File: src/rtl/vic_pkg.sv
package vic_pkg;
  localparam int unsigned NSRC  = 17;
  localparam int unsigned IDX_W = 5;
  localparam int unsigned VEC_W = 16;
  localparam int unsigned GRP_A = 7;
  localparam int unsigned GRP_B = 8;
  localparam int unsigned GRP_C = NSRC - GRP_A - GRP_B;
  localparam logic [NSRC-1:0] HW_MASK = NSRC'(4'hF);

  typedef enum logic {LVL_LO = 1'b0, LVL_HI = 1'b1} lvl_e;

  function automatic logic [VEC_W-1:0] vec_of(input logic [IDX_W-1:0] idx);
    return VEC_W'(3) + (VEC_W'(idx) << 3);
  endfunction
endpackage

File: src/rtl/vic_map.sv
module vic_map #(
  parameter int unsigned N  = vic_pkg::NSRC,
  parameter int unsigned GA = vic_pkg::GRP_A,
  parameter int unsigned GB = vic_pkg::GRP_B,
  localparam int unsigned GC = N - GA - GB
) (
  input  logic [GA-1:0] grp_a,
  input  logic [GB-1:0] grp_b,
  input  logic [GC-1:0] grp_c,
  output logic [N-1:0]  flat
);
  for (genvar i = 0; i < N; i++) begin : g_bit
    if (i < GA) begin : g_a
      assign flat[i] = grp_a[i];
    end else if (i < GA + GB) begin : g_b
      assign flat[i] = grp_b[i-GA];
    end else begin : g_c
      assign flat[i] = grp_c[i-GA-GB];
    end
  end
endmodule

File: src/rtl/vic_pick.sv
module vic_pick #(
  parameter int unsigned N = vic_pkg::NSRC,
  parameter int unsigned W = vic_pkg::IDX_W
) (
  input  logic [N-1:0] cand,
  output logic         hit,
  output logic [W-1:0] idx
);
  logic [N:0]   seen;
  logic [N-1:0] first;

  assign seen[0] = 1'b0;
  for (genvar i = 0; i < N; i++) begin : g_scan
    assign first[i]  = cand[i] & ~seen[i];
    assign seen[i+1] = seen[i] | cand[i];
  end
  assign hit = seen[N];

  always_comb begin
    idx = '0;
    for (int i = 0; i < N; i++) begin
      if (first[i]) idx = idx | W'(i);
    end
  end
endmodule

File: src/rtl/vic_nest.sv
module vic_nest (
  input  logic clk,
  input  logic rst,
  input  logic set_lo,
  input  logic set_hi,
  input  logic reti,
  output logic svc_lo,
  output logic svc_hi
);
  logic lo_n, hi_n;

  always_comb begin
    lo_n = svc_lo;
    hi_n = svc_hi;
    if (reti) begin
      if (svc_hi) hi_n = 1'b0;
      else        lo_n = 1'b0;
    end
    if (set_lo) lo_n = 1'b1;
    if (set_hi) hi_n = 1'b1;
  end

  always_ff @(posedge clk) begin
    if (rst) begin
      svc_lo <= 1'b0;
      svc_hi <= 1'b0;
    end else begin
      svc_lo <= lo_n;
      svc_hi <= hi_n;
    end
  end
endmodule

File: src/rtl/vic_top.sv
module vic_top
  import vic_pkg::*;
#(
  parameter int unsigned N  = NSRC,
  parameter int unsigned IW = IDX_W,
  parameter int unsigned VW = VEC_W,
  parameter int unsigned GA = GRP_A,
  parameter int unsigned GB = GRP_B,
  parameter logic [N-1:0] HWC = HW_MASK,
  localparam int unsigned GC = N - GA - GB
) (
  input  logic          clk,
  input  logic          rst,
  input  logic [N-1:0]  pend,
  input  logic [GA-1:0] en_a,
  input  logic [GB-1:0] en_b,
  input  logic [GC-1:0] en_c,
  input  logic [GA-1:0] pr_a,
  input  logic [GB-1:0] pr_b,
  input  logic [GC-1:0] pr_c,
  input  logic          gie,
  input  logic          boundary,
  input  logic          ack,
  input  logic          reti,
  output logic          irq_req,
  output logic [VW-1:0] irq_vec,
  output logic [N-1:0]  hw_clr,
  output logic          svc_lo,
  output logic          svc_hi
);
  logic [N-1:0]  en_flat, pr_flat, elig, cand_hi, cand_lo;
  logic          hit_hi, hit_lo, take, accept;
  logic [IW-1:0] idx_hi, idx_lo, win_idx, cur_idx;
  lvl_e          win_lvl, cur_lvl;

  vic_map #(.N(N), .GA(GA), .GB(GB)) u_map_en (
    .grp_a(en_a), .grp_b(en_b), .grp_c(en_c), .flat(en_flat));
  vic_map #(.N(N), .GA(GA), .GB(GB)) u_map_pr (
    .grp_a(pr_a), .grp_b(pr_b), .grp_c(pr_c), .flat(pr_flat));

  assign elig    = pend & en_flat & {N{gie}};
  assign cand_hi = elig & pr_flat;
  assign cand_lo = elig & ~pr_flat;

  vic_pick #(.N(N), .W(IW)) u_pick_hi (.cand(cand_hi), .hit(hit_hi), .idx(idx_hi));
  vic_pick #(.N(N), .W(IW)) u_pick_lo (.cand(cand_lo), .hit(hit_lo), .idx(idx_lo));

  always_comb begin
    take    = 1'b0;
    win_idx = idx_lo;
    win_lvl = LVL_LO;
    if (boundary && !irq_req && !svc_hi) begin
      if (hit_hi) begin
        take    = 1'b1;
        win_idx = idx_hi;
        win_lvl = LVL_HI;
      end else if (hit_lo && !svc_lo) begin
        take = 1'b1;
      end
    end
  end

  assign accept = ack && irq_req;

  always_ff @(posedge clk) begin
    if (rst) begin
      irq_req <= 1'b0;
      irq_vec <= '0;
      cur_idx <= '0;
      cur_lvl <= LVL_LO;
      hw_clr  <= '0;
    end else begin
      hw_clr <= '0;
      if (accept) begin
        irq_req <= 1'b0;
        hw_clr  <= (N'(1) << cur_idx) & HWC;
      end else if (take) begin
        irq_req <= 1'b1;
        irq_vec <= vec_of(win_idx);
        cur_idx <= win_idx;
        cur_lvl <= win_lvl;
      end
    end
  end

  vic_nest u_nest (
    .clk(clk), .rst(rst),
    .set_lo(accept && cur_lvl == LVL_LO),
    .set_hi(accept && cur_lvl == LVL_HI),
    .reti(reti),
    .svc_lo(svc_lo), .svc_hi(svc_hi));
endmodule

File: config.mk
export PLATFORM = sky130hd
export DESIGN_NAME = vic_top
export DESIGN_NICKNAME = d
export VERILOG_FILES = /design/src/rtl/vic_pkg.sv /design/src/rtl/vic_map.sv /design/src/rtl/vic_pick.sv /design/src/rtl/vic_nest.sv /design/src/rtl/vic_top.sv
export SDC_FILE = /design/constraint.sdc
export NUM_CORES = 1
export LEC_CHECK = 0
export CAP_MARGIN = 5
export CORE_ASPECT_RATIO = 1.25
export CORE_MARGIN = 10
export CORE_UTILIZATION = 37
export CTS_CLUSTER_SIZE = 28
export DETAILED_ROUTE_END_ITERATION = 6
export GPL_TIMING_DRIVEN = 0
export PLACE_DENSITY_LB_ADDON = 0.12
export REMOVE_ABC_BUFFERS = 1
export SYNTH_ARGS = -nofsm -noshare
export SYNTH_HDL_FRONTEND = slang
export SYNTH_SLANG_ARGS = --single-unit
export TNS_END_PERCENT = 5
File: constraint.sdc
create_clock -name clk -period 3.2 [get_ports clk]
set_clock_uncertainty 0.1 [all_clocks]
set_input_delay 0.48 -clock clk [delete_from_list [all_inputs] [get_ports clk]]
set_output_delay 0.48 -clock clk [all_outputs]
set_load 0.005 [all_outputs]
==> metrics <==
Num CTS Buffers 3; post-synth cell types 45; Synth Cell Area 0.00143 mm²; Detail Placement HPWL 3.82 mm; Final min period 2850 ps; initial antenna violation count 0; vias in the first global route 1578; synth warn 0; crit path max-delay cell type or4_1; Buf+Inv Stages, Crit Path 1; Sw Pwr 0.185 mW; WP data required ~3300 ps; Comb pwr share 40.7%; number of diodes 0; Slew Limit Headroom a little under half; placement-stage worst setup slack -700 ps; Setup-failing EPs final 0; crit path capture type flop; Final Instance Area 0.00210 mm²; Pleak about 0.84 nW; die footprint 0.00677 mm²; Chip Height 89.5 µm; PD cells 300 mW/mm²; Largest delay share family, worst path simple AND/OR/NAND/NOR gates; Vias/cell 5.36; worst hold path class flop to flop; core footprint between 0.003 and 0.004 mm²; Final period util 89.2%; unrepaired setup endpoints after global routing no; Final ANT Viol Nets 0; total negative slack 0 ps; Seq pwr share about 33%; met1 Use GR 12.2%; pin count of the biggest net entering global routing 38; register bit total from synthesis 14; wire per inst 14.5 µm; Worst Tran Pin Value 810 ps; later-pin clock latency in the skew report 240 ps; Max Cap Viol 0; CTS max path bufs 2; layout cell share with drive strength beyond 1 4.25%; Final WS setup 347 ps; Final Hold Vio Count 0; first drt pass iteration count 4; critical path fanouts, max 37; total power between 0.6 and 0.7 mW; worst reg2reg path depth 6; Seq/Total Area, Yosys 19.6%; DRC Markers 0; Final Wtd Congestion just over 0.8; DR iter-0 viols ~90; FFs w/ async S/R, synth 0%; Slew Limit Fails 0; Ports slightly above 90; dominant synthesized flop cell dfxtp_1; first-pass GRT wire length 6.73 mm; placed cell area 0.00205 mm²; post-CTS setup buffers 0; total track usage 12.1%; CP Data Arrival Time 2920 ps; Startpoint Class input pin; critical path class input pin to flop; clock power share 26.3%; grt met3 use under 10%; chip width 75.6 µm; nets 317; maximum vdd drop 0.115 mV; clock root buffer clkbuf_8; GRT met2 Usage 23.2%; CP peak stage delay 600 ps; H-tree levels 1; FF-to-FF setup slack ~1000 ps; Area Overhead vs Synth 46.7%; EDFF count, synth 0; busiest grt layer met2; Initial Utilization 38.1%; clock sink count 14; Switching Fraction 29.4%; quantity of I/O buffers inserted on ports 70; hold buffers post-CTS 0; internal power 0.444 mW; syn avg cell area 7.46 µm²; Stages on worst setup path 8; hold depth 2; grt total ovfl 0; Clock transition at path regs approximately 50 ps; fmax 350 MHz; Vias around 1600; Cells after Synth 192; wirelength, routed 4.32 mm; row cnt 25; run status finished clean; CP Cell Sequence clkbuf_2 > and4b_1 > or4_1 > nor4_4 > a211oi_2 > nor2_1 > a22oi_1 > a21oi_1; CTS tree yes
-- per-stage QoR --
stage | hold WS (ps) | std cells | utilization [%]
after floorplan | 355 | 185 | -
after global placement | 365 | 295 | 54.6
after detailed placement | 369 | 295 | 54.6
after CTS | 376 | 299 | 56.0
after global routing | 395 | 299 | 55.9
final | 376 | 299 | 55.9
-- cell families after synthesis --
logic type	after synthesis	synth area share, %
AND/OR/NAND/NOR	104	46.0
AO/OA/AOI/OAI	38	17.6
buffers and inverters	35	16.6
flip-flops	14	19.6
other	1	0.262
-- tightest hold or removal path: cells and delay by family (launching register included) --
kind,cells,cell delay [ps]
AOI/OAI and AO/OA,1,50
DFF,1,320
and+or+nand+nor,1,60
-- sequential cells by signal, indices dropped and copies added, names as in the netlist --
register,cells
cur_idx,5
hw_clr,4
cur_lvl,1
irq_req,1
irq_vec,1
u_nest.svc_hi,1
u_nest.svc_lo,1
-- cells in the mapped netlist (5+ instances only) --
cell       n  area (µm²)
and4b_1   11         110
a21oi_1   11        55.1
dfxtp_1   14         280
o21ai_0    7        35.0
nand4b_1   5        43.8
nand2_1   12        45.0
nand4_1   21         131
nand3_1    6        30.0
buf_4     24         180
nor3_1     8        40.0
nor2_1    17        63.8
inv_1      7        26.3
-- per-layer routing --
metal / up-vias / part of all wire [%]
met2: 49 / 54
met4: 0 / 0.39
li1: 827 / -
met5: - / 0
met1: 725 / 38
met3: 2 / 7.7
-- power groups by stage --
| stage | Combinational (mW) | Clock, mW | Sequential [mW] |
|---|---|---|---|
| after global routing | 0.286 | 0.179 | 0.210 |
| after CTS | 0.257 | 0.169 | 0.207 |
| after global placement | 0.254 | 0 | 0.210 |
| after detailed placement | 0.257 | 0 | 0.210 |
| after floorplan | 0.116 | 0 | 0.210 |
| final | 0.256 | 0.166 | 0.207 |
-- worst paths after layout --
check	from	to
setup / recovery	gie	cur_idx[1]
hold / removal	cur_idx[4]	cur_idx[4]
setup reg to reg	irq_req	cur_idx[4]
hold reg to reg	cur_idx[4]	cur_idx[4]
-- area by class of cell --
type                            instances  area [µm²]
Tap cell                               40        50.0
Sequential cell                        14         280
Fill cell                             387        1650
Clock buffer                            4        55.1
Inverter                                7        26.3
Multi-Input combinational cell        164         992
Timing Repair Buffer                   70         696
-- layout by cell type, fill, tap and decap left out, types with 2 or more instances in the layout --
| cell type | Yosys | routed |
|---|---|---|
| a211oi_1 | 2 | 2 |
| a21oi_1 | 11 | 11 |
| a22oi_1 | 2 | 2 |
| a31oi_1 | 2 | 2 |
| and2_1 | 2 | 2 |
| and4b_1 | 11 | 11 |
| clkbuf_8 | 0 | 4 |
| clkdlybuf4s50_1 | 0 | 69 |
| conb_1 | 1 | 22 |
| dfxtp_1 | 14 | 14 |
| inv_1 | 7 | 7 |
| nand2_1 | 12 | 12 |
| nand2b_1 | 3 | 3 |
| nand3_1 | 6 | 6 |
| nand4_1 | 21 | 21 |
| nand4b_1 | 5 | 5 |
| nor2_1 | 17 | 17 |
| nor2b_1 | 3 | 3 |
| nor3_1 | 8 | 8 |
| nor4_1 | 2 | 2 |
| o21a_1 | 2 | 2 |
| o21ai_0 | 7 | 7 |
| o22ai_1 | 3 | 3 |
| or3_1 | 3 | 3 |
| or4_1 | 2 | 2 |
-- repair_timing --
action | in CTS | in global routing
cloned | 0 | 0
endpoints found under the setup margin | 8 | 6
hold endpoints to repair | 0 | 0
gates resized for setup | 1 | 2
No activity file was read; power rests on OpenSTA's default activity.
